**src/rtl/cpl_thr_pkg.sv**
```systemverilog
package cpl_thr_pkg;
  localparam int CAP_W     = 20;
  localparam int HDR_W     = 8;
  localparam int SEG_W     = 12;
  localparam int HDR_LSB   = 0;
  localparam int SEG_LSB   = 8;
  localparam int SEG_LG    = 4;   // 16-byte data segment
  localparam int RCB_LG    = 6;   // 64-byte completion boundary
endpackage

```
**src/rtl/cpl_thr_cost.sv**
```systemverilog
module cpl_thr_cost
  import cpl_thr_pkg::*;
#(
  parameter int LEN_W = 13
) (
  input  logic [LEN_W-1:0]  len,
  input  logic [RCB_LG-1:0] addr_lo,
  output logic [HDR_W-1:0]  cost_hdr,
  output logic [SEG_W-1:0]  cost_seg
);
  localparam int SUM_W = LEN_W + 2;

  logic [SUM_W-1:0] span_seg;
  logic [SUM_W-1:0] span_rcb;
  logic [SUM_W-1:0] seg_full;
  logic [SUM_W-1:0] rcb_full;

  always_comb begin
    span_seg = SUM_W'(len) + SUM_W'(addr_lo[SEG_LG-1:0]);
    span_rcb = SUM_W'(len) + SUM_W'(addr_lo);
    seg_full = (span_seg + SUM_W'((1 << SEG_LG) - 1)) >> SEG_LG;
    rcb_full = (span_rcb + SUM_W'((1 << RCB_LG) - 1)) >> RCB_LG;
    cost_seg = seg_full[SEG_W-1:0];
    cost_hdr = rcb_full[HDR_W-1:0];
  end
endmodule

```
**src/rtl/cpl_thr_pool.sv**
```systemverilog
module cpl_thr_pool #(
  parameter int W = 8
) (
  input  logic         clk,
  input  logic         rst_n,
  input  logic [W-1:0] cap,
  input  logic         take_en,
  input  logic [W-1:0] take,
  input  logic         give_en,
  input  logic [W-1:0] give,
  output logic [W-1:0] free,
  output logic         fits,
  output logic         ovf
);
  logic [W-1:0] used_q;
  logic [W-1:0] used_d;
  logic         used_en;
  logic [W:0]   after_take;

  always_comb begin
    free       = cap - used_q;
    fits       = (take <= free);
    after_take = {1'b0, used_q} + (take_en ? {1'b0, take} : '0);
    ovf        = give_en && ({1'b0, give} > after_take);
    used_en    = take_en || give_en;
    if (ovf)
      used_d = '0;
    else if (give_en)
      used_d = W'(after_take - {1'b0, give});
    else
      used_d = after_take[W-1:0];
  end

  always_ff @(posedge clk or negedge rst_n) begin
    if (!rst_n)
      used_q <= '0;
    else if (used_en)
      used_q <= used_d;
  end
endmodule

```
**src/rtl/cpl_throttle.sv**
```systemverilog
module cpl_throttle
  import cpl_thr_pkg::*;
#(
  parameter int LEN_W  = 13,
  parameter int ADDR_W = 32
) (
  input  logic              clk,
  input  logic              rst_n,
  input  logic [CAP_W-1:0]  cap_word,
  input  logic              req_valid,
  output logic              req_ready,
  input  logic [LEN_W-1:0]  req_len,
  input  logic [ADDR_W-1:0] req_addr,
  output logic              tx_valid,
  input  logic              tx_ready,
  output logic [LEN_W-1:0]  tx_len,
  output logic [ADDR_W-1:0] tx_addr,
  input  logic              rel_valid,
  input  logic [HDR_W-1:0]  rel_hdr,
  input  logic [SEG_W-1:0]  rel_seg,
  output logic [HDR_W-1:0]  free_hdr,
  output logic [SEG_W-1:0]  free_seg,
  output logic              err
);
  logic [HDR_W-1:0] cap_hdr;
  logic [SEG_W-1:0] cap_seg;
  logic [HDR_W-1:0] cost_hdr;
  logic [SEG_W-1:0] cost_seg;
  logic             fit_hdr;
  logic             fit_seg;
  logic             ovf_hdr;
  logic             ovf_seg;
  logic             fit;
  logic             take;
  logic             err_d;
  logic             err_q;

  assign cap_hdr = cap_word[HDR_LSB +: HDR_W];
  assign cap_seg = cap_word[SEG_LSB +: SEG_W];

  cpl_thr_cost #(.LEN_W(LEN_W)) u_cost (
    .len      (req_len),
    .addr_lo  (req_addr[RCB_LG-1:0]),
    .cost_hdr (cost_hdr),
    .cost_seg (cost_seg)
  );

  cpl_thr_pool #(.W(HDR_W)) u_hdr_pool (
    .clk     (clk),
    .rst_n   (rst_n),
    .cap     (cap_hdr),
    .take_en (take),
    .take    (cost_hdr),
    .give_en (rel_valid),
    .give    (rel_hdr),
    .free    (free_hdr),
    .fits    (fit_hdr),
    .ovf     (ovf_hdr)
  );

  cpl_thr_pool #(.W(SEG_W)) u_seg_pool (
    .clk     (clk),
    .rst_n   (rst_n),
    .cap     (cap_seg),
    .take_en (take),
    .take    (cost_seg),
    .give_en (rel_valid),
    .give    (rel_seg),
    .free    (free_seg),
    .fits    (fit_seg),
    .ovf     (ovf_seg)
  );

  always_comb begin
    fit       = fit_hdr && fit_seg;
    req_ready = tx_ready && fit;
    tx_valid  = req_valid && fit;
    tx_len    = req_len;
    tx_addr   = req_addr;
    take      = req_valid && req_ready;
    err_d     = ovf_hdr || ovf_seg;
  end

  always_ff @(posedge clk or negedge rst_n) begin
    if (!rst_n)
      err_q <= 1'b0;
    else
      err_q <= err_d;
  end

  assign err = err_q;
endmodule

```
**config.mk**
```make
export PLATFORM = sky130hd
export DESIGN_NAME = cpl_throttle
export DESIGN_NICKNAME = d
export VERILOG_FILES = /design/src/rtl/cpl_thr_pkg.sv /design/src/rtl/cpl_thr_cost.sv /design/src/rtl/cpl_thr_pool.sv /design/src/rtl/cpl_throttle.sv
export SDC_FILE = /design/constraint.sdc
export NUM_CORES = 1
export LEC_CHECK = 0
export BUFFER_PORTS_ARGS = -buffer_cell sky130_fd_sc_hd__clkbuf_2
export CORE_ASPECT_RATIO = 1.4
export CORE_MARGIN = 4
export CORE_UTILIZATION = 40
export DETAILED_ROUTE_END_ITERATION = 10
export GPL_TIMING_DRIVEN = 0
export HOLD_SLACK_MARGIN = 0.05
export MAX_ROUTING_LAYER = met4
export PLACE_DENSITY = 0.75
export SETUP_SLACK_MARGIN = 0.05
export SYNTH_ARGS = -nofsm -noshare
export SYNTH_HDL_FRONTEND = slang
export SYNTH_SLANG_ARGS = --single-unit
```
**constraint.sdc**
```tcl
create_clock -name clk -period 7.7 [get_ports clk]
set_clock_uncertainty 0.1 [all_clocks]
set_input_delay 1.54 -clock clk [delete_from_list [all_inputs] [get_ports clk]]
set_output_delay 1.54 -clock clk [all_outputs]
set_load 0.1 [all_outputs]
```
==> results.yml <==
run_status:
  status: "complete, but fails checks"
  violations: "setup timing"
sta:
  finalHoldViolations: 0
  worst_slew_pin_slew_ns: 0.595
  min_period_over_period_pct: 111
  rsz0062_at_grt: "true"
  clock.fmax_ghz: 0.117
  whs_ns: 0.508
  relSlewSlack_pct: 60.3
  maxSlewViolCount: 0
  fin_ws_ns: -0.843
  min_period_ns: 8.54
  setup_viol: 21
floorplanning:
  die_height_um: 154
  rows: 52
  die_w_um: 112
  io_pins: 158
  core_um2: 14600
  die-area_um2: 17200
  start_util_pct: 41.4
final_layout:
  nNetsFinal: 1194
  seq_area_um2: 526
  layout_common_cells: "clkbuf_2, inv_1, buf_4"
  final_common_cell: "clkbuf_2"
  drive_gt1_share_pct: 35.8
  area_growth_pct: 36.2
  diodes: 0
  multiInputGateArea_um2: 5470
  fillCellCount: 1343
worst_setup_path:
  crit_path_top_delay_cell: "or4_4"
  rrSetupSlack_ns: 0.27
  worstSetupStartpointType: "input port"
  critical_path_arrival_ns: 8.57
  critPathBufInv: 8
  required_ns: 7.73
  worstPathMaxFanout: 10
  max_stage_delay_ns: 0.50
  path_common_cell: "buf_8"
  crit_path_end_kind: "flip-flop"
  cp_top_family: "compound AO/OA/AOI/OAI gates"
  crit_type: "in -> reg"
grt:
  met2_usage_pct: 38.9
  grt_most_used_layer: "met2"
  grt_pass1_vias: 6495
  grt.met3_usage_pct: 2.20
  use_met1_pct: 22.4
  grt_max_degree: 22
  track_usage_pct: 21.0
  grt_pass1_wl_um: 29800
  grt_overflow: 0
  antenna_found_initial: 0
yosys:
  synth_area_um2: 6060
  ys_warn_count: 0
  synthFlopType: "dfrtp_1"
  synth_edf_count: 0
  synth.distinct_cells: 71
  ys_ff_latch: 21
  ys_async_sr_fraction_pct: 100
  ys_seq_area_share_pct: 8.68
  synth.avg_cell_area_um2: 7.48
  syn_inst: 810
route:
  vias: 6554
  detail-route-antenna-nets: 0
  first_pass_iters: 5
  drt_iter0_drc: 344
  drt-wirelength-per-cell_um: 15.9
  drc: 0
  viasPerCell: 5.57
  routed_wl_um: 18700
clocking:
  cts_tree: "done"
  cts.clk_slew.worst_paths_ns: 0.06
  cts_root_buf: "clkbuf_16"
  numCtsBuffers: 3
  cts_buffer_depth: 2
  clk_latency_ns: 0.26
  clock-sinks: 21
  h-tree-depth: 1
flow_run:
  cap_viol_max_count: 0
min_path:
  min_path_type: "reg -> reg"
place:
  portBuffers: 128
  hpwlAfterDp_um: 14500
  place_congestion: 0.900
## cells by family after synthesis
family          Yosys count  share of synthesized area, %
simple gates            243                          21.3
compound gates          185                          21.2
buf+inv                 176                          13.7
fa+ha+maj               115                          24.6
xor+xnor                 61                          8.95
flops                    21                          8.68
mux                       8                          1.36
other cells               1                        0.0619
## cell type report
cell class,instances,area share (%)
sequential,21,6.37
buffer,63,5.57
clock inverter,1,0.0607
clock buffer,3,0.910
inverter,107,4.87
timing repair buffer,178,13.0
multi-input combinational,615,66.3
tap,189,2.87
## timing repair
item / CTS / global route
endpoints found under the setup margin: 23 / 23
gates resized for setup: 94 / 49
hold buffers: 0 / 0
pin swaps: 52 / 28
cloned: 2 / 0
buffers inserted: 39 / 12
## sequential cells by signal, summed over array words and instances, names as in the netlist
register           count
u_hdr_pool.used_q      8
u_seg_pool.used_q     12
err                    1
## worst min-delay path, delay by kind of cell, from the launching register on
kind	cells	cell delay (ns)
DFF	1	0.41
AOI/OAI and AO/OA	1	0.08
and+or+nand+nor	1	0.07
## synth_stat cells, types with 5 or more instances
library cell  number  share of area [%]
a21o_1            19                2.4
buf_4             45                5.6
nand3b_1           5               0.62
nand3_1           22                1.8
o211ai_1          19                2.4
a31oi_1            7               0.72
ha_1             108                 22
o21a_1             8               0.99
nor2b_1           12                1.2
mux2i_1            6               0.99
clkbuf_1          20                1.2
a21oi_1           42                3.5
xnor2_1           37                5.4
inv_1            107                6.6
o21ai_0           31                2.6
nand2b_1           7               0.72
nand4_1           28                2.9
fa_1               7                2.3
a211oi_1           9                1.1
and3_1            11                1.1
dfrtp_1           21                8.7
nor2_1            51                3.2
xor2_1            23                3.3
nor4_1             6               0.62
nor3_1            12               0.99
and2_1            17                1.8
or3_1             10                1.0
nand2_1           46                2.9
## per-layer routing
metal | wire, um | up-vias
met5 | 0 | -
met4 | 1120 | 0
met3 | 1080 | 84
met2 | 9620 | 282
met1 | 6900 | 3033
li1 | - | 3155
## path summary, 6_finish.rpt
check | start | to | cells past startpoint
max | req_addr[0] | u_seg_pool.used_q[9] | 36
max reg2reg | u_seg_pool.used_q[0] | u_seg_pool.used_q[9] | 35
max in group asynchronous | rst_n | u_hdr_pool.used_q[3] | 1
min in group asynchronous | rst_n | u_seg_pool.used_q[11] | 1
min | u_seg_pool.used_q[10] | u_seg_pool.used_q[10] | 2
min reg2reg | u_seg_pool.used_q[10] | u_seg_pool.used_q[10] | 2
## metrics by stage
| stage | utilization, % | setup WS (ns) | setup TNS, ns | cells | cell area (um2) |
|---|---|---|---|---|---|
| floorplan | - | -0.845 | -12.49 | 811 | 6270 |
| global placement | 48.9 | -2.23 | -38.97 | 1128 | 7150 |
| detailed placement | 48.9 | -2.35 | -41.84 | 1128 | 7150 |
| CTS | 54.9 | -0.781 | -12.10 | 1170 | 8040 |
| global route | 56.4 | -1.14 | -18.54 | 1177 | 8250 |
| finish | 56.4 | -0.843 | -12.58 | 1177 | 8250 |
Power is left out: the tool's default activity adds up to more than one toggle a clock period on the data nets, which glitch-free logic cannot reach.
